$ cat config.mk
export PLATFORM = sky130hd
export DESIGN_NAME = keyscan_gen
export DESIGN_NICKNAME = d
export VERILOG_FILES = /design/src/rtl/keyscan_pkg.sv /design/src/rtl/ks_cfg_stage.sv /design/src/rtl/ks_slot_timer.sv /design/src/rtl/ks_strobe_ring.sv /design/src/rtl/ks_key_latch.sv /design/src/rtl/keyscan_gen.sv
export SDC_FILE = /design/constraint.sdc
export NUM_CORES = 1
export LEC_CHECK = 0
export ABC_AREA = 1
export BUFFER_PORTS_ARGS = -buffer_cell sky130_fd_sc_hd__buf_2
export CAP_MARGIN = 20
export CORE_MARGIN = 5
export CORE_UTILIZATION = 29
export CTS_CLUSTER_SIZE = 20
export DETAILED_ROUTE_END_ITERATION = 8
export PLACE_DENSITY = 0.49
export SLEW_MARGIN = 20
export SYNTH_ARGS = -nofsm -noshare
export SYNTH_HDL_FRONTEND = slang
export SYNTH_SLANG_ARGS = --single-unit
$ cat constraint.sdc
create_clock -name clk -period 4.9 [get_ports clk]
set_input_delay 0 -clock clk [delete_from_list [all_inputs] [get_ports clk]]
set_output_delay 0 -clock clk [all_outputs]
set_load 0.03 [all_outputs]
$ cat src/rtl/keyscan_pkg.sv
package keyscan_pkg;

    localparam int SEL_W        = 2;
    localparam int DEF_STROBES  = 8;
    localparam int DEF_BASE     = 20;
    localparam int DEF_RET_W    = 4;

    // period select plus the doubling bit
    typedef struct packed {
        logic [SEL_W-1:0] sel;
        logic             long_mode;
    } scan_cfg_t;

    // largest shift any configuration can apply to the base slot
    localparam int MAX_SHIFT = (1 << SEL_W);

    function automatic int unsigned slot_clocks(input int unsigned base, input scan_cfg_t c);
        int unsigned sh;
        sh = int'(c.sel) + int'(c.long_mode);
        return base << sh;
    endfunction

    function automatic int unsigned cnt_bits(input int unsigned base);
        return $clog2(base << MAX_SHIFT);
    endfunction

endpackage

$ cat src/rtl/ks_cfg_stage.sv
module ks_cfg_stage
    import keyscan_pkg::*;
#(
    parameter int BASE_SLOT = DEF_BASE,
    parameter int CNT_W     = 9
) (
    input  logic             clk,
    input  logic             rst,
    input  scan_cfg_t        cfg_in,
    input  logic             cycle_end,
    output scan_cfg_t        cfg_act,
    output logic [CNT_W-1:0] slot_last
);

    scan_cfg_t cfg_q;

    // capture only at reset or at the boundary between scan cycles
    always_ff @(posedge clk) begin
        if (rst || cycle_end) begin
            cfg_q <= cfg_in;
        end
    end

    assign cfg_act   = cfg_q;
    assign slot_last = CNT_W'(slot_clocks(BASE_SLOT, cfg_q) - 1);

    AST_CFG_HELD: assert property (@(posedge clk) disable iff (rst)
        (!$past(cycle_end) && !$past(rst)) |-> $stable(cfg_act));

endmodule

$ cat src/rtl/ks_slot_timer.sv
module ks_slot_timer #(
    parameter int CNT_W = 9
) (
    input  logic             clk,
    input  logic             rst,
    input  logic [CNT_W-1:0] slot_last,
    output logic             slot_end
);

    logic [CNT_W-1:0] cnt;

    always_ff @(posedge clk) begin
        if (rst) begin
            cnt <= '0;
        end else if (slot_end) begin
            cnt <= '0;
        end else begin
            cnt <= cnt + 1'b1;
        end
    end

    assign slot_end = (cnt == slot_last);

    AST_CNT_BOUND: assert property (@(posedge clk) disable iff (rst)
        cnt <= slot_last);

    AST_CNT_RESTART: assert property (@(posedge clk) disable iff (rst)
        slot_end |=> (cnt == '0));

endmodule

$ cat src/rtl/ks_strobe_ring.sv
module ks_strobe_ring #(
    parameter int STROBES = 8
) (
    input  logic               clk,
    input  logic               rst,
    input  logic               slot_end,
    output logic [STROBES-1:0] strobe,
    output logic               cycle_end
);

    localparam int IDX_W = $clog2(STROBES);
    localparam logic [IDX_W-1:0] LAST_IDX = IDX_W'(STROBES - 1);

    logic [IDX_W-1:0] idx;

    always_ff @(posedge clk) begin
        if (rst) begin
            idx <= '0;
        end else if (slot_end) begin
            idx <= (idx == LAST_IDX) ? '0 : idx + 1'b1;
        end
    end

    for (genvar g = 0; g < STROBES; g++) begin : g_line
        assign strobe[g] = (idx == IDX_W'(g));
    end

    assign cycle_end = slot_end && (idx == LAST_IDX);

    AST_ONE_STROBE: assert property (@(posedge clk) disable iff (rst)
        $countones(strobe) == 1);

    AST_STROBE_HOLD: assert property (@(posedge clk) disable iff (rst)
        !slot_end |=> $stable(strobe));

    AST_RING_STEP: assert property (@(posedge clk) disable iff (rst)
        (slot_end && !strobe[STROBES-1]) |=> (strobe == ($past(strobe) << 1)));

    AST_RING_WRAP: assert property (@(posedge clk) disable iff (rst)
        cycle_end |=> strobe[0]);

endmodule

$ cat src/rtl/ks_key_latch.sv
module ks_key_latch #(
    parameter int RET_W = 4
) (
    input  logic             clk,
    input  logic             rst,
    input  logic             slot_end,
    input  logic [RET_W-1:0] key_ret,
    input  logic             irq_clr,
    input  logic             irq_en,
    output logic             key_seen,
    output logic             irq_n
);

    logic flag;
    logic hit;

    assign hit = slot_end && (|key_ret);

    // detection outranks clear so a press is never dropped
    always_ff @(posedge clk) begin
        if (rst) begin
            flag <= 1'b0;
        end else if (hit) begin
            flag <= 1'b1;
        end else if (irq_clr) begin
            flag <= 1'b0;
        end
    end

    assign key_seen = flag;
    assign irq_n    = ~(flag & irq_en);

    AST_FLAG_SET: assert property (@(posedge clk) disable iff (rst)
        (slot_end && (|key_ret)) |=> key_seen);

    AST_FLAG_KEEP: assert property (@(posedge clk) disable iff (rst)
        (key_seen && !irq_clr) |=> key_seen);

    AST_NO_SPURIOUS: assert property (@(posedge clk) disable iff (rst)
        (!key_seen && !slot_end) |=> !key_seen);

endmodule

$ cat src/rtl/keyscan_gen.sv
module keyscan_gen
    import keyscan_pkg::*;
#(
    parameter int STROBES   = DEF_STROBES,
    parameter int BASE_SLOT = DEF_BASE,
    parameter int RET_W     = DEF_RET_W
) (
    input  logic               clk,
    input  logic               rst,
    input  logic [SEL_W-1:0]   cyc_sel,
    input  logic               long_mode,
    input  logic               irq_en,
    input  logic               irq_clr,
    input  logic [RET_W-1:0]   key_ret,
    output logic [STROBES-1:0] strobe,
    output logic               irq_n,
    output logic               key_seen
);

    localparam int CNT_W = cnt_bits(BASE_SLOT);

    scan_cfg_t        cfg_in;
    scan_cfg_t        cfg_act;
    logic [CNT_W-1:0] slot_last;
    logic             slot_end;
    logic             cycle_end;

    assign cfg_in.sel       = cyc_sel;
    assign cfg_in.long_mode = long_mode;

    ks_cfg_stage #(.BASE_SLOT(BASE_SLOT), .CNT_W(CNT_W)) u_cfg (
        .clk       (clk),
        .rst       (rst),
        .cfg_in    (cfg_in),
        .cycle_end (cycle_end),
        .cfg_act   (cfg_act),
        .slot_last (slot_last)
    );

    ks_slot_timer #(.CNT_W(CNT_W)) u_timer (
        .clk       (clk),
        .rst       (rst),
        .slot_last (slot_last),
        .slot_end  (slot_end)
    );

    ks_strobe_ring #(.STROBES(STROBES)) u_ring (
        .clk       (clk),
        .rst       (rst),
        .slot_end  (slot_end),
        .strobe    (strobe),
        .cycle_end (cycle_end)
    );

    ks_key_latch #(.RET_W(RET_W)) u_latch (
        .clk      (clk),
        .rst      (rst),
        .slot_end (slot_end),
        .key_ret  (key_ret),
        .irq_clr  (irq_clr),
        .irq_en   (irq_en),
        .key_seen (key_seen),
        .irq_n    (irq_n)
    );

    AST_RESET_STATE: assert property (@(posedge clk)
        $past(rst) |-> (strobe[0] && !key_seen && irq_n));

    AST_MASKED_IRQ: assert property (@(posedge clk) disable iff (rst)
        (key_seen && irq_en) |-> !irq_n);

endmodule

=== Word-level counts from Yosys, hierarchy flattened ===
Index checks and enable logic that the tools add are counted.

* Flip-flop bits (word level): 16
* Output and inout bits: 10
* Logic and storage cells: 30

* $add $sub $neg: 4
* Equal/unequal tests: 8
* Shifts and indexed selects: 1
* Muxes and demuxes: 3
* Bitwise operators: 2
* Reduce and logical (&&, ||, !) cells: 7

{| class="wikitable"
|+ Operators with widths
! operator !! count
|-
| $shl A5 B32 Y9 const A || 1
|-
| $eq A3 B3 Y1 const B || 4
|-
| $add A9 B1 Y9 const B || 1
|-
| $eq A9 B9 Y1 || 1
|-
| $sub A9 B1 Y9 const B || 1
|-
| $eq A3 B2 Y1 const B || 2
|-
| $reduce_or A4 Y1 || 1
|-
| $add A2 B1 Y3 || 1
|-
| $add A3 B1 Y3 const B || 1
|-
| $eq A3 B1 Y1 const B || 1
|-
| $logic_not A3 Y1 || 1
|-
| $mux W3 || 1
|-
| $logic_and A1 B1 Y1 || 2
|-
| $mux W1 || 2
|-
| $reduce_bool A2 Y1 || 1
|-
| $reduce_or A2 Y1 || 1
|-
| $and A1 B1 Y1 || 1
|-
| $logic_or A1 B1 Y1 || 1
|-
| $not A1 Y1 || 1
|}

=== Depth between registers and ports, before layout ===
Gate-level depths: netlist of the first run.

* Depth in word-level cells: 6
* Gate-level depth with buffers: 17
* Gate-level depth less buffers: 17

=== Cells and area by module ===
From an unflattened synthesis of the first run, not the netlist that was laid out.

* Cell total of the unflattened synthesis: 147
* Area, all modules: 1071.0 µm²

{| class="wikitable"
|+ Modules (own cells, without submodules)
! module !! instances !! cells each !! area each (µm²)
|-
| ks_slot_timer || 1 || 68 || 514.2
|-
| ks_strobe_ring || 1 || 41 || 274.0
|-
| ks_cfg_stage || 1 || 29 || 227.7
|-
| ks_key_latch || 1 || 9 || 55.1
|}

=== Worst setup path after synthesis of the first run ===
OpenSTA, ideal clock, no wires.

* Kind: register to register
* From: reg u_cfg.cfg_q (netlist bit u_cfg.cfg_act[0])
* To: reg u_cfg.cfg_q (netlist bit u_cfg.cfg_act[0]) (enable)
* Arrival: 2.096 ns
* Data required time: 4.601 ns
* Setup slack: 2.505 ns
* Cell stages (with the launch flop): 15
* Period minus slack after synthesis: 2.395 ns
* Cell sequence: edfxtp_1 ha_1 ha_1 inv_1 nand2_1 ha_1 nand2_1 nand3_1 nor2_1 nand2_2 nor2_4 nand2_4 nand2_4 nand2_1 inv_1

* Word-level cells in the longest chain between the ends: 6

{| class="wikitable"
|+ Ends and longest elaborated chain
! item !! line !! source
|-
| from (decl) || ks_cfg_stage.sv:15 || <nowiki>scan_cfg_t cfg_q;</nowiki>
|-
| from (signal assigned) || ks_cfg_stage.sv:20 || <nowiki>cfg_q <= cfg_in;</nowiki>
|-
| $add A2 B1 Y3 || keyscan_pkg.sv:19 || <nowiki>sh = int'(c.sel) + int'(c.long_mode);</nowiki>
|-
| $shl A5 B32 Y9 || keyscan_pkg.sv:20 || <nowiki>return base << sh;</nowiki>
|-
| $sub A9 B1 Y9 || ks_cfg_stage.sv:25 || <nowiki>assign slot_last = CNT_W'(slot_clocks(BASE_SLOT, cfg_q) - 1);</nowiki>
|-
| $eq A9 B9 Y1 || ks_slot_timer.sv:22 || <nowiki>assign slot_end = (cnt == slot_last);</nowiki>
|-
| $logic_and A1 B1 Y1 || ks_strobe_ring.sv:28 || <nowiki>assign cycle_end = slot_end && (idx == LAST_IDX);</nowiki>
|-
| $logic_or A1 B1 Y1 || ks_cfg_stage.sv:19 || <nowiki>if (rst || cycle_end) begin</nowiki>
|}

No other way between the ends.
A chain may end at the register's enable or synchronous reset.

=== Worst setup path in the final report of the first run ===
* From: reg u_cfg.cfg_q (netlist bit u_cfg.cfg_act[0])
* To: reg u_latch.flag (netlist: u_latch.key_seen)

* Word-level cells in the longest chain between the ends: 6
* Elaborated cells between the ends (all ways): 7

{| class="wikitable"
|+ Ends and longest elaborated chain
! item !! line !! source
|-
| $add A2 B1 Y3 * || keyscan_pkg.sv:19 ||
|-
| $shl A5 B32 Y9 * || keyscan_pkg.sv:20 ||
|-
| $sub A9 B1 Y9 * || ks_cfg_stage.sv:25 ||
|-
| $eq A9 B9 Y1 * || ks_slot_timer.sv:22 ||
|-
| $logic_and A1 B1 Y1 * || ks_key_latch.sv:17 || <nowiki>assign hit = slot_end && (|key_ret);</nowiki>
|-
| $mux W1 or $reduce_bool A2 Y1 (tied branches) || - ||
|-
| to (signal assigned) || ks_key_latch.sv:22 || <nowiki>flag <= 1'b0;</nowiki>
|-
| to (signal assigned) || ks_key_latch.sv:24 || <nowiki>flag <= 1'b1;</nowiki>
|-
| to (signal assigned) || ks_key_latch.sv:26 || <nowiki>flag <= 1'b0;</nowiki>
|-
| to (decl) || ks_key_latch.sv:14 || <nowiki>logic flag;</nowiki>
|}

Every way passes the cells marked *; elsewhere a longest branch is shown, timed or not.

==> results of run 1 <==
synthesized netlist by cell type:
master / number
a21oi_1: 2
a21oi_2: 4
a21oi_4: 1
buf_12: 1
dfxtp_1: 13
edfxtp_1: 3
ha_1: 10
inv_1: 31
nand2_1: 43
nand2_2: 1
nand2_4: 2
nand3_1: 12
nand3b_1: 1
nand4_1: 1
nor2_1: 10
nor2_2: 6
nor2_4: 3
nor3_1: 2
nor4_1: 1
o21ai_0: 2
or2_2: 1
xor2_1: 3
area by class of cell:
type / count / area (um2) / share of cell area (%)
clock buffers: 4 / 45.04 / 3.361
inverters: 31 / 116.4 / 8.683
multi-input cells: 105 / 618.1 / 46.12
flip-flops and latches: 16 / 350.3 / 26.14
well taps: 48 / 60.06 / 4.482
repair buffers: 25 / 150.1 / 11.20
power by group through the flow:
| stage | sequential, mW | combinational [mW] | clock [mW] |
|---|---|---|---|
| after CTS | 0.139 | 0.0457 | 0.104 |
| after detailed placement | 0.142 | 0.0431 | 0 |
| after floorplan | 0.142 | 0.0346 | 0 |
| after global routing | 0.139 | 0.0524 | 0.112 |
| final | 0.139 | 0.0453 | 0.0986 |
| after global placement | 0.142 | 0.0425 | 0 |
tightest hold or removal path: stages:
cell and delay, ns:
buf_2 0.07, nand2_1 0.04, buf_2 0.17
stage by stage:
stage / hold WS [ns] / cell area, um2
after CTS: 0.2826 / 1340
after floorplan: 0.06907 / 1105
final: 0.2814 / 1340
after global routing: 0.3083 / 1340
after global placement: 0.1832 / 1245
after detailed placement: 0.1782 / 1245
routing by layer:
layer,track usage [%],part of all wire (%),up-vias
met3,1.823,2.1,2
met2,15.82,47,10
met1,12.30,49,422
met4,4.384,1.6,0
li1,-,-,522
met5,0,0,-
how the worst max path moves through the flow:
stage,start,endpoint,cells past startpoint
after floorplan,u_cfg.cfg_act[0],u_cfg.cfg_act[0],14
after global placement,u_cfg.cfg_act[0],u_cfg.cfg_act[1],15
final,u_cfg.cfg_act[0],u_latch.key_seen,13
after detailed placement,u_cfg.cfg_act[0],u_cfg.cfg_act[2],14
after global routing,u_cfg.cfg_act[0],u_latch.key_seen,14
after CTS,u_cfg.cfg_act[0],u_latch.key_seen,14
state kept, by name (all words and copies together) (netlist names):
signal            flops
u_latch.key_seen      1
u_cfg.cfg_act         3
u_ring.idx            3
u_timer.cnt           9
cells by family (layout without fill, tap and decap cells):
| kind of cell | after synthesis | count (layout) |
|---|---|---|
| compound gates | 9 | 9 |
| xor+xnor | 3 | 3 |
| fa+ha+maj | 10 | 10 |
| buf+inv | 32 | 60 |
| flops | 16 | 16 |
| simple gates | 83 | 83 |
==> results.md, run 1 <==
Clocking:
- The post-CTS setup-driven buffer insertion count is 0.
- The root buffer cell chosen for the clock tree is clkbuf_8.
- The tree built by TritonCTS fans out to 16 sinks.
- The number of gates resized after CTS is 0.
- At the later pin of the worst-skew pair, clock insertion delay measures 0.24 ns.
- TritonCTS built the clock tree.
- The number of H-tree levels is 1.
- The post-cts hold buffer count is 5.
- In this run, CTS created clock tree buffers numbering 3.
- The maximum number of buffers from clock root to sink is 2.
- The clock transition at the registers of the reported paths is about 0.060 ns.

STA:
- The final setup skew is between 0.003 and 0.004 ns.
- The final setup TNS is 0 ns.
- The fraction of the cycle the final worst path needs is between 50% and 60%.
- For the pin with the worst max-slew slack, the measured transition is 0.2996 ns.
- Setup slack on the critical path of the routed design comes to between 2 and 2.5 ns.
- The time the worst path needs with I/O delays and setup is ~2.8 ns.
- The upper clock frequency limit is about 350 MHz.
- The worst max-slew margin expressed relative to the limit is between 70 and 80%.
- The number of setup violations in the final report is 0.
- The final number of hold-violating endpoints is 0.
- Setup repair after global routing left no endpoint under its margin.
- The max-slew violation total from the final report came to 0.

Critical path:
- Measured in cells, the most critical reg-to-reg path has a length of 13.
- The worst register-to-register path has a setup slack of approximately 2.1 ns.
- For the worst setup path, the data arrival time is about 3.0 ns.
- The count of buffer and inverter cells on the critical path is 2.
- The startpoint class of the critical path is a register.
- The endpoint identified for the worst register-to-register timing path is u_latch.key_seen.
- The required time at the endpoint of the critical path is ~5.1 ns.
- Of all nets on the critical path, the largest fanout is 6.
- Traced cell by cell, the critical path runs through ha_1, ha_1, inv_1, nand2_1, ha_1, nand2_1, nand3_1, nor2_1, nand2_2, nor2_4, nand3b_1, a21oi_1, dlygate4sd3_1.
- The largest single stage delay on the critical path is 0.56 ns.
- The most used cell along the critical path is ha_1.
- The gate family responsible for the most delay along the worst path is adder cells.
- The worst flop-to-flop path startpoint is u_cfg.cfg_act[0].
- The critical path class is reg2reg.
- The category of the worst setup path capture point is a register.
- The cell with the largest stage delay on the worst path is dlygate4sd3_1.

Drt:
- The average via count per standard cell is approximately 4.2.
- After detailed routing, the total wire length is 2199 um.
- The first detailed-routing pass ran for 4 iterations.
- For this run, design rule violations remaining after detail routing come to 0.
- The per-cell routed wire length is roughly 9.6 um.
- The final route contains about 960 vias.
- The detail route stage leaves a number of antenna-violating nets equal to 0.
- For this block, the initial DRC count from the detailed router was between 60 and 70.

Place:
- The HPWL after detailed placement is between 1500 and 2000 um.
- OpenSTA, run right after detailed placement, puts the worst setup slack at between 2 and 2.5 ns.
- Input and output buffers added on the ports amount to 20.
- The total placed cells including tap cells is 220.
- Routability-driven placement finished with a final weighted congestion of about 0.8.

Layout:
- At the end of the flow, the number of nets in the layout was about 200.
- In the layout the commonest cells are nand2_1 (43), inv_1 (31), buf_2 (20).
- The relative area change from synthesis to final layout is 21.29%.
- The share of layout cells above drive strength 1 is between 20 and 25%.
- After filler insertion, the fill cell instance count of the layout stands at around 400.
- The fraction of the core area covered by cells at the end of the flow is ~36%.
- The count of antenna diodes in the layout is 0.
- The filler-free cell count of the finished design is 229.
- The library cell used most frequently in the layout, excluding fill and tap cells, is nand2_1.

Power and ir drop:
- In this run, flip-flops and latches consume 49.2% of the power.
- Of the total power, the clock network draws 34.8%.
- The peak supply drop is 0.00006680 V.
- Overall power consumption after layout is estimated at 0.2832 mW.
- The share of total power in combinational logic is between 10% and 20%.
- The power per standard cell area is about 210 mW/mm2.
- For this design the total switching power over the nets is around 0.07 mW.
- Of the total power, the share spent switching nets is between 20 and 25%.
- The static leakage is around 0.67 nW.
- Internal power comes to 0.2129 mW.

Global routing:
- The via count of the first global-routing pass is 942.
- The first-pass GRT wire length is 4002 um.
- The global-route congestion overflow total is 0.
- For this run, the total global-route usage over all layers was measured as under 10%.
- The number of antenna violations at the first check in global routing came to 0.
- Entering global routing, the biggest net connects 12 pins.

Synthesis:
- The post-synthesis average cell area is 7.221 um2.
- The number of unique standard cell types used by synthesis is 22.
- The sequential fraction of the synthesis area is about a third.
- After technology mapping, the gate count stands at 153.
- The arithmetic-cell share of the synthesized area counting full adders, half adders and majority gates is a little under an eighth.
- Summed over all instances, the cell type with the most area after synthesis is dfxtp_1.
- The fraction of the mapped netlist area in simple logic gates is a little over a third.
- Of the total synthesized cell area, the portion taken by XOR and XNOR cells is ~2.4%.
- During synthesis, Yosys emitted a total of 0 warnings.
- In the synthesized netlist, mux cells make up 0% of the area.
- The mapped cell area is roughly 0.0011 mm2.
- The share of the synthesized area in compound gates (AO/OA/AOI/OAI) is 6.455%.
- The combinational family with the most area after synthesis is simple AND/OR/NAND/NOR gates.
- The top cell type by area accounts for between 20% and 30% of the synthesized area.
- By area the synthesized netlist is led by dfxtp_1 (24%), nand2_1 (15%), ha_1 (11%), inv_1 (11%), edfxtp_1 (8.2%).
- When the netlist entered floorplanning its net count stood at ~170.
- The synthesized design contains 16 register bits.

Floorplanning:
- In this run the core area contains 22 standard-cell rows.
- The total area inside the core boundary comes to 0.003689 mm2.
- The die covers around 0.0051 mm2.
- The width of the chip is 71.72 um.
- The top-level I/O count is 21.
- Once the floorplan was initialized, standard cells occupied between 20 and 30% of the core.
- Measured along the y axis, the die boundary spans around 70 um.

Status:
- The flow ran to the end, and the final reports show no timing, DRC or antenna violations.

Hold path:
- The worst hold path depth is 3.
- The worst hold path terminates at irq_n.
- The startpoint of the tightest hold check path is irq_en.
- The worst hold-check path type is in2out.

Flow run:
- Across the run, the number of max-cap violations was 0.
Note: power is estimated with default switching activity, not from simulation.
==> inputs of run 2 (changes only) <==
--- a/config.mk
+++ b/config.mk
@@ -12,7 +12,7 @@
 export CORE_UTILIZATION = 29
 export CTS_CLUSTER_SIZE = 20
 export DETAILED_ROUTE_END_ITERATION = 8
-export PLACE_DENSITY = 0.49
+export PLACE_DENSITY = 0.51
 export SLEW_MARGIN = 20
 export SYNTH_ARGS = -nofsm -noshare
 export SYNTH_HDL_FRONTEND = slang
==> constraint.sdc (replaced) <==
create_clock -name clk -period 2.4 [get_ports clk]
set_input_delay 0 -clock clk [delete_from_list [all_inputs] [get_ports clk]]
set_output_delay 0 -clock clk [all_outputs]
set_load 0.03 [all_outputs]
==> run 2 against run 1 <==
Die area is the same; clock skew up 0.0019 ns; sequential cell count did not move; sequential share of layout area decreased by 2.0 points; largest cell class unchanged; final cell count rose by 4.4%; via count grew 7.5%; clock power grew 110%; setup slack lost 1.9 ns; worst hold slack worse by 0.28 ns; global-route usage rose by 0.18 points; register-to-register slack got worse by 1.9 ns; combinational power rose to 2.6 times the previous value.
==> results.md, run 2 (synthesis gave the netlist of run 1 again) <==
Place:
- The count of buffers inserted at the top-level ports was 20 (unchanged).
- The detailed placer's ending HPWL is 1961 um (was 1759 um).
- The placer's final routability congestion estimate is 0.8305 (was 0.7772).
- The worst setup slack before clock tree synthesis is -0.08195 ns (was 2.121 ns).

Flow run:
- The number of maximum-capacitance constraint violations is 0 (unchanged).

Layout:
- The footprint of the multi-input gates is 655.6 um2 (was 618.1 um2).
- Commonest non-fill, non-tap cells in the layout: nand2_1 (41), inv_1 (29), buf_2 (20) (was nand2_1 (43), inv_1 (31), buf_2 (20)).
- The share of layout cells above drive strength 1 was 31.41% (was 22.65%).
- The register name with the most flops is u_timer.cnt (unchanged).
- The fill cell instance count of the final layout is 391 (was 404).
- The relative area change from synthesis to final layout is 31.48% (was 21.29%).
- The most frequent standard cell in the layout excluding fill and tap cells is nand2_1 (unchanged).
- The number of flip-flops under the largest register name was 9 (unchanged).
- The combined flip-flop and latch cell area was 350.3 um2 (unchanged).
- The number of nets in the final layout was 213 (was 203).
- The count of antenna diodes in the layout was 0 (unchanged).

Clocking:
- The clock transition at the registers of the reported paths was 0.07 ns (was 0.06 ns).
- The clock buffer count from CTS was 3 (unchanged).
- The master cell of the clock root buffer is clkbuf_8 (unchanged).
- The clock tree from TritonCTS is done (unchanged).
- The maximum number of buffers from clock root to sink came to 2 (unchanged).
- The latest clock arrival within the worst-skew pair is 0.25 ns (was 0.24 ns).
- The number of sinks handled by clock tree synthesis is 16 (unchanged).
- The number of H-tree levels came to 1 (unchanged).

STA:
- The post-layout worst setup margin is 0.1388 ns (was 2.076 ns).
- The final number of hold-violating endpoints is 0 (unchanged).
- The time the worst path needs with I/O delays and setup was 2.261 ns (was 2.824 ns).
- The final setup TNS is 0 ns (unchanged).
- The fraction of the cycle the final worst path needs is 94.22% (was 57.64%).
- The max-slew violation total from the final report is 0 (unchanged).
- The upper clock frequency limit is 442.2 MHz (was 354.1 MHz).
- The number of setup violations in the final report is 0 (unchanged).
- The final setup skew is 0.005004 ns (was 0.003074 ns).
- The slew of the pin with the lowest slew margin came to 0.3552 ns (was 0.2996 ns).
- The post-route worst hold slack is 0.005180 ns (was 0.2814 ns).
- The worst max-slew margin expressed relative to the limit is 76.14% (was 79.87%).

Drt:
- The count of antenna-violating nets left after detailed routing came to 0 (unchanged).
- The number of detailed-route iterations in the first pass came to 4 (unchanged).
- The DRC violation count after routing is 0 (unchanged).
- The number of violations reported at the end of detailed-routing iteration 0 was 31 (was 64).
- The per-cell routed wire length came to 10.21 um (was 9.603 um).
- The average via count per standard cell is 4.301 (was 4.175).
- The overall routed net length is 2440 um (was 2199 um).
- The total via count after detailed routing is 1028 (was 956).

Critical path:
- The cell with the largest stage delay on the worst path was edfxtp_1 (was dlygate4sd3_1).
- The stage delay of the slowest cell on the critical path is 0.37 ns (was 0.56 ns).
- The category of the worst setup path capture point is a register (unchanged).
- The count of buffer and inverter cells on the critical path came to 2 (unchanged).
- The arrival time at the worst endpoint is 2.39 ns (was 3.01 ns).
- List of cells traversed by the critical path: ha_2, ha_4, nor2_4, nand2_2, ha_4, inv_1, nand2_1, nand3_1, nor2_1, nand2_2, nor2_4, nand2_4, nand2_4, buf_4, a21oi_4 (was ha_1, ha_1, inv_1, nand2_1, ha_1, nand2_1, nand3_1, nor2_1, nand2_2, nor2_4, nand3b_1, a21oi_1, dlygate4sd3_1).
- The highest net fanout along the worst path came to 10 (was 6).
- The gate family responsible for the most delay along the worst path is simple AND/OR/NAND/NOR gates (was adder cells).
- The critical path class is reg2reg (unchanged).
- The startpoint class of the critical path is a register (unchanged).
- The required time at the endpoint of the critical path is 2.53 ns (was 5.09 ns).

Global routing:
- The number of antenna violations at the first check in global routing is 0 (unchanged).
- The overall global routing resource usage was 9.867% (was 9.688%).
- The global-route congestion overflow total is 0 (unchanged).
- The largest net degree at the start of global routing is 11 (was 12).
- The via count of the first global-routing pass came to 1020 (was 942).
- The first-pass GRT wire length came to 4160 um (was 4002 um).

Floorplanning:
- The y dimension of the die is 71.72 um (unchanged).
- The area of the die is 0.005144 mm2 (unchanged).
- The placeable core region came to 0.003689 mm2 (unchanged).
- The width of the chip is 71.72 um (unchanged).
- The effective utilization at floorplan is 29.95% (unchanged).
- The number of core rows is 22 (unchanged).
- The top-level I/O count is 21 (unchanged).

Hold path:
- The worst hold-check path type is in2reg (was in2out).

Power and ir drop:
- The power per standard cell area is 423.5 mW/mm2 (was 211.3 mW/mm2).
- The peak supply drop is 0.0002312 V (was 0.00006680 V).
- The static leakage is 0.7130 nW (was 0.6685 nW).
- The overall power is 0.6152 mW (was 0.2832 mW).

Status:
- Run status: completed (unchanged).
==> run 2: changes by cell type in the layout (fill, tap and decap cells not counted), moves of 2 or more <==
| cell | before | now |
|---|---|---|
| buf_4 | 0 | 11 |
| nand2_2 | 1 | 3 |
| ha_4 | 0 | 2 |
| nand2_1 | 43 | 41 |
| inv_1 | 31 | 29 |
| ha_1 | 10 | 7 |
==> run 2: power breakdown <==
group	switching, mW	total [mW]	leakage [nW]	internal [mW]
Combinational	0.0634	0.119	0.557	0.0559
Clock	0.0935	0.211	0.0228	0.118
Sequential	0.00438	0.285	0.133	0.280
Total	0.161	0.615	0.713	0.454
==> run 2: final cells by class <==
class | instances | area share (%)
multi-input combinational | 105 | 45.13
sequential | 16 | 24.12
timing repair buffer | 35 | 15.33
inverter | 31 | 8.183
tap | 48 | 4.134
clock buffer | 4 | 3.101
==> run 2: through the flow <==
step / instances / instance area, um2 / utilization [%]
final: 239 / 1453 / 39.38
after global routing: 239 / 1453 / 39.38
after CTS: 238 / 1405 / 38.09
after detailed placement: 229 / 1313 / 35.58
after global placement: 229 / 1313 / 35.58
after floorplan: 153 / 1105 / -
==> run 2: metal layers <==
layer | share of wire [%] | global-route usage (%) | vias to the layer above
li1 | - | - | 545
met1 | 46 | 11.98 | 469
met2 | 50 | 16.94 | 12
met3 | 4.0 | 3.366 | 2
met4 | 0.41 | 1.879 | 0
met5 | 0 | 0 | -
==> run 2: what timing repair did <==
action | in CTS | in global routing
endpoints found under the hold margin | 4 | 0
pin swaps | 2 | 4
endpoints found under the setup margin | 14 | 15
hold buffers | 4 | 0
setup buffers | 1 | 1
resized for setup | 2 | 8
==> run 2: tightest hold or removal path, stage by stage <==
cell and delay [ns]:
buf_2 0.08, inv_1 0.03, nand2_1 0.05, a21oi_1 0.05
==> run 2: path summary, 6_finish.rpt <==
kind,startpoint,end,slack [ns],cells after the start
setup / recovery,u_cfg.cfg_act[1],u_ring.idx[1],0.14,15
setup reg to reg,u_cfg.cfg_act[1],u_ring.idx[1],0.14,15
hold reg to reg,u_timer.cnt[0],u_timer.cnt[0],0.47,1
hold / removal,irq_clr,u_latch.key_seen,0.005,4
==> inputs of run 3 (changes only) <==
--- a/config.mk
+++ b/config.mk
@@ -12,7 +12,7 @@
 export CORE_UTILIZATION = 29
 export CTS_CLUSTER_SIZE = 20
 export DETAILED_ROUTE_END_ITERATION = 8
-export PLACE_DENSITY = 0.51
+export PLACE_DENSITY_LB_ADDON = 0.2
 export SLEW_MARGIN = 20
 export SYNTH_ARGS = -nofsm -noshare
 export SYNTH_HDL_FRONTEND = slang
==> run 3 against run 2 <==
Non-clock buffer count increased by 2; combinational power grew 3%; sequential share of layout area shrank 0.29 points; clock power hardly changed; critical path depth stayed put; clock-buffer cell count did not move; core utilization is 0.47 points higher; final cell count is 0.84% higher; power grew 0.90%; critical endpoint unchanged; global-route usage is 0.052 points higher; largest cell class unchanged; highest routed layer unchanged.
==> results.md, run 3 (synthesis gave the netlist of run 1 again) <==
Layout:
- The fill cell instance count of the final layout is 390 (was 391).
- The share of layout cells above drive strength 1 is 31.61% (was 31.41%).
- The number of flip-flops under the largest register name came to 9 (unchanged).
- The filler-free cell count of the finished design was 241 (was 239).
- The relative area change from synthesis to final layout came to 33.07% (was 31.48%).
- The final design area excluding fillers is 0.001470 mm2 (was 0.001453 mm2).
- Commonest non-fill, non-tap cells in the layout: nand2_1 (41), inv_1 (29), buf_2 (20) (unchanged).
- The count of antenna diodes in the layout is 0 (unchanged).
- The most frequent standard cell in the layout excluding fill and tap cells is nand2_1 (unchanged).
- The fraction of the core area covered by cells at the end of the flow is 39.86% (was 39.38%).
- The combined flip-flop and latch cell area was 350.3 um2 (unchanged).
- The number of nets in the final layout is 215 (was 213).
- The register name with the most flops is u_timer.cnt (unchanged).
- The footprint of the multi-input gates came to 655.6 um2 (unchanged).

Critical path:
- The startpoint class of the critical path was a register (unchanged).
- The setup slack of the most critical reg-to-reg path came to 0.11 ns (was 0.14 ns).
- The arrival time at the worst endpoint is 2.42 ns (was 2.39 ns).
- The required time at the endpoint of the critical path is 2.53 ns (about the same).
- The cell with the largest stage delay on the worst path was edfxtp_1 (unchanged).
- The gate family responsible for the most delay along the worst path was simple AND/OR/NAND/NOR gates (unchanged).
- The endpoint of the most critical register-to-register path is u_ring.idx[1] (unchanged).
- The critical path class is reg2reg (unchanged).
- The category of the worst setup path capture point is a register (unchanged).
- The stage delay of the slowest cell on the critical path came to 0.37 ns (about the same).
- The worst-case reg-to-reg path depth was 15 (unchanged).
- List of cells traversed by the critical path: ha_2, ha_4, inv_1, nand3_2, ha_4, inv_1, nand2_1, nand3_1, nor2_1, nand2_2, nor2_4, nand2_4, nand2_4, buf_4, a21oi_4 (was ha_2, ha_4, nor2_4, nand2_2, ha_4, inv_1, nand2_1, nand3_1, nor2_1, nand2_2, nor2_4, nand2_4, nand2_4, buf_4, a21oi_4).
- The worst flop-to-flop path startpoint is u_cfg.cfg_act[1] (unchanged).
- The highest net fanout along the worst path is 10 (unchanged).
- The count of buffer and inverter cells on the critical path is 3 (was 2).

STA:
- The worst max-slew margin expressed relative to the limit is 80.37% (was 76.14%).
- The fraction of the cycle the final worst path needs came to 95.33% (was 94.22%).
- The max-slew violation total from the final report was 0 (unchanged).
- The time the worst path needs with I/O delays and setup came to 2.288 ns (was 2.261 ns).
- The upper clock frequency limit is 437.1 MHz (was 442.2 MHz).
- The slew of the pin with the lowest slew margin is 0.2922 ns (was 0.3552 ns).
- The final number of hold-violating endpoints is 0 (unchanged).
- The number of setup violations in the final report is 0 (unchanged).
- The post-route worst hold slack is 0.1469 ns (was 0.005180 ns).
- The post-layout worst setup margin came to 0.1121 ns (was 0.1388 ns).
- The final setup skew was 0.0008144 ns (was 0.005004 ns).

Global routing:
- The global-route congestion overflow total is 0 (unchanged).
- The overall global routing resource usage came to 9.919% (was 9.867%).
- The via count of the first global-routing pass is 1015 (was 1020).
- The first-pass GRT wire length was 4098 um (was 4160 um).
- The number of antenna violations at the first check in global routing was 0 (unchanged).
- The largest net degree at the start of global routing is 11 (unchanged).

Drt:
- The total via count after detailed routing is 1041 (was 1028).
- The per-cell routed wire length was 10.70 um (was 10.21 um).
- The number of violations reported at the end of detailed-routing iteration 0 is 44 (was 31).
- The count of antenna-violating nets left after detailed routing is 0 (unchanged).
- The number of detailed-route iterations in the first pass is 2 (was 4).
- The average via count per standard cell is 4.320 (was 4.301).
- The DRC violation count after routing is 0 (unchanged).
- The overall routed net length was 2578 um (was 2440 um).

Place:
- The detailed placer's ending HPWL is 1992 um (was 1961 um).
- The worst setup slack before clock tree synthesis came to -0.07128 ns (was -0.08195 ns).
- The cell area after placement is 0.001313 mm2 (unchanged).
- The placer's final routability congestion estimate is 0.8329 (was 0.8305).
- The total placed cells including tap cells is 229 (unchanged).
- The count of buffers inserted at the top-level ports was 20 (unchanged).

Hold path:
- The worst hold-check path type was in2reg (unchanged).
- The startpoint of the tightest hold check path is key_ret[2] (was irq_clr).
- The hold-critical path endpoint is u_latch.key_seen (unchanged).
- The worst hold path depth is 4 (unchanged).

Floorplanning:
- The top-level I/O count was 21 (unchanged).
- The effective utilization at floorplan was 29.95% (unchanged).
- The placeable core region is 0.003689 mm2 (unchanged).
- The number of core rows is 22 (unchanged).
- The y dimension of the die was 71.72 um (unchanged).
- The area of the die came to 0.005144 mm2 (unchanged).
- The width of the chip came to 71.72 um (unchanged).

Clocking:
- The clock buffer count from CTS is 3 (unchanged).
- The clock transition at the registers of the reported paths is 0.06 ns (was 0.07 ns).
- The number of sinks handled by clock tree synthesis is 16 (unchanged).
- The number of H-tree levels is 1 (unchanged).
- The master cell of the clock root buffer is clkbuf_8 (unchanged).
- The clock tree from TritonCTS is done (unchanged).
- The maximum number of buffers from clock root to sink is 2 (unchanged).
- The latest clock arrival within the worst-skew pair came to 0.25 ns (about the same).

Power and ir drop:
- The peak supply drop was 0.0002079 V (was 0.0002312 V).
- The power per standard cell area is 422.2 mW/mm2 (was 423.5 mW/mm2).
- The static leakage was 0.7220 nW (was 0.7130 nW).

Flow run:
- The number of maximum-capacitance constraint violations is 0 (unchanged).

Status:
- Run status: completed (unchanged).
==> run 3: routing by layer <==
| metal | up-vias | GRT usage [%] | part of all wire [%] |
|---|---|---|---|
| met3 | 2 | 3.506 | 3.5 |
| met5 | - | 0 | 0 |
| met1 | 481 | 11.37 | 46 |
| met2 | 9 | 17.65 | 50 |
| li1 | 549 | - | - |
| met4 | 0 | 2.088 | 0.31 |
==> run 3: area by class of cell <==
cell class              instances  area share (%)
repair buffers                 37           16.34
well taps                      48           4.085
multi-input cells             105           44.60
clock buffers                   4           3.064
inverters                      31           8.085
flip-flops and latches         16           23.83
==> run 3: repair_timing <==
action / 4_1_cts / 5_1_grt
hold buffers: 5 / 0
gates resized for setup: 2 / 7
setup buffers: 2 / 1
pin swaps: 2 / 4
hold endpoints to repair: 4 / 0
setup endpoints to repair: 14 / 15
==> run 3: worst register-to-register path: stages (launching register included) <==
cell      delay (ns)
edfxtp_1        0.37
ha_2            0.21
ha_4            0.18
inv_1           0.10
nand3_2         0.11
ha_4            0.28
inv_1           0.03
nand2_1         0.06
nand3_1         0.07
nor2_1          0.13
nand2_2         0.08
nor2_4          0.14
nand2_4         0.07
nand2_4         0.06
buf_4           0.22
a21oi_4         0.07
==> run 3: worst max-delay path by stage <==
stage | startpoint | to | depth (start not counted)
finish | u_cfg.cfg_act[1] | u_ring.idx[1] | 15
global route | u_cfg.cfg_act[0] | u_ring.idx[1] | 15
CTS | u_cfg.cfg_act[0] | u_cfg.cfg_act[0] | 15
detailed placement | u_cfg.cfg_act[0] | u_cfg.cfg_act[2] | 15
global placement | u_cfg.cfg_act[0] | u_cfg.cfg_act[1] | 15
floorplan | u_cfg.cfg_act[0] | u_cfg.cfg_act[0] | 14
==> run 3: metrics by stage <==
stage / total power, mW / TNS, ns
after floorplan: 0.3600 / 0
after CTS: 0.6224 / 0
final: 0.6207 / 0
after detailed placement: 0.3921 / -0.2311
after global routing: 0.6601 / -0.2983
after global placement: 0.3901 / -0.05558
==> run 3: power by group <==
part | switching, mW | internal [mW] | total [mW] | leakage, nW
Clock | 0.0947 | 0.118 | 0.212 | 0.0228
Sequential | 0.00439 | 0.280 | 0.285 | 0.133
Combinational | 0.0648 | 0.0587 | 0.123 | 0.566
Total | 0.164 | 0.457 | 0.621 | 0.722
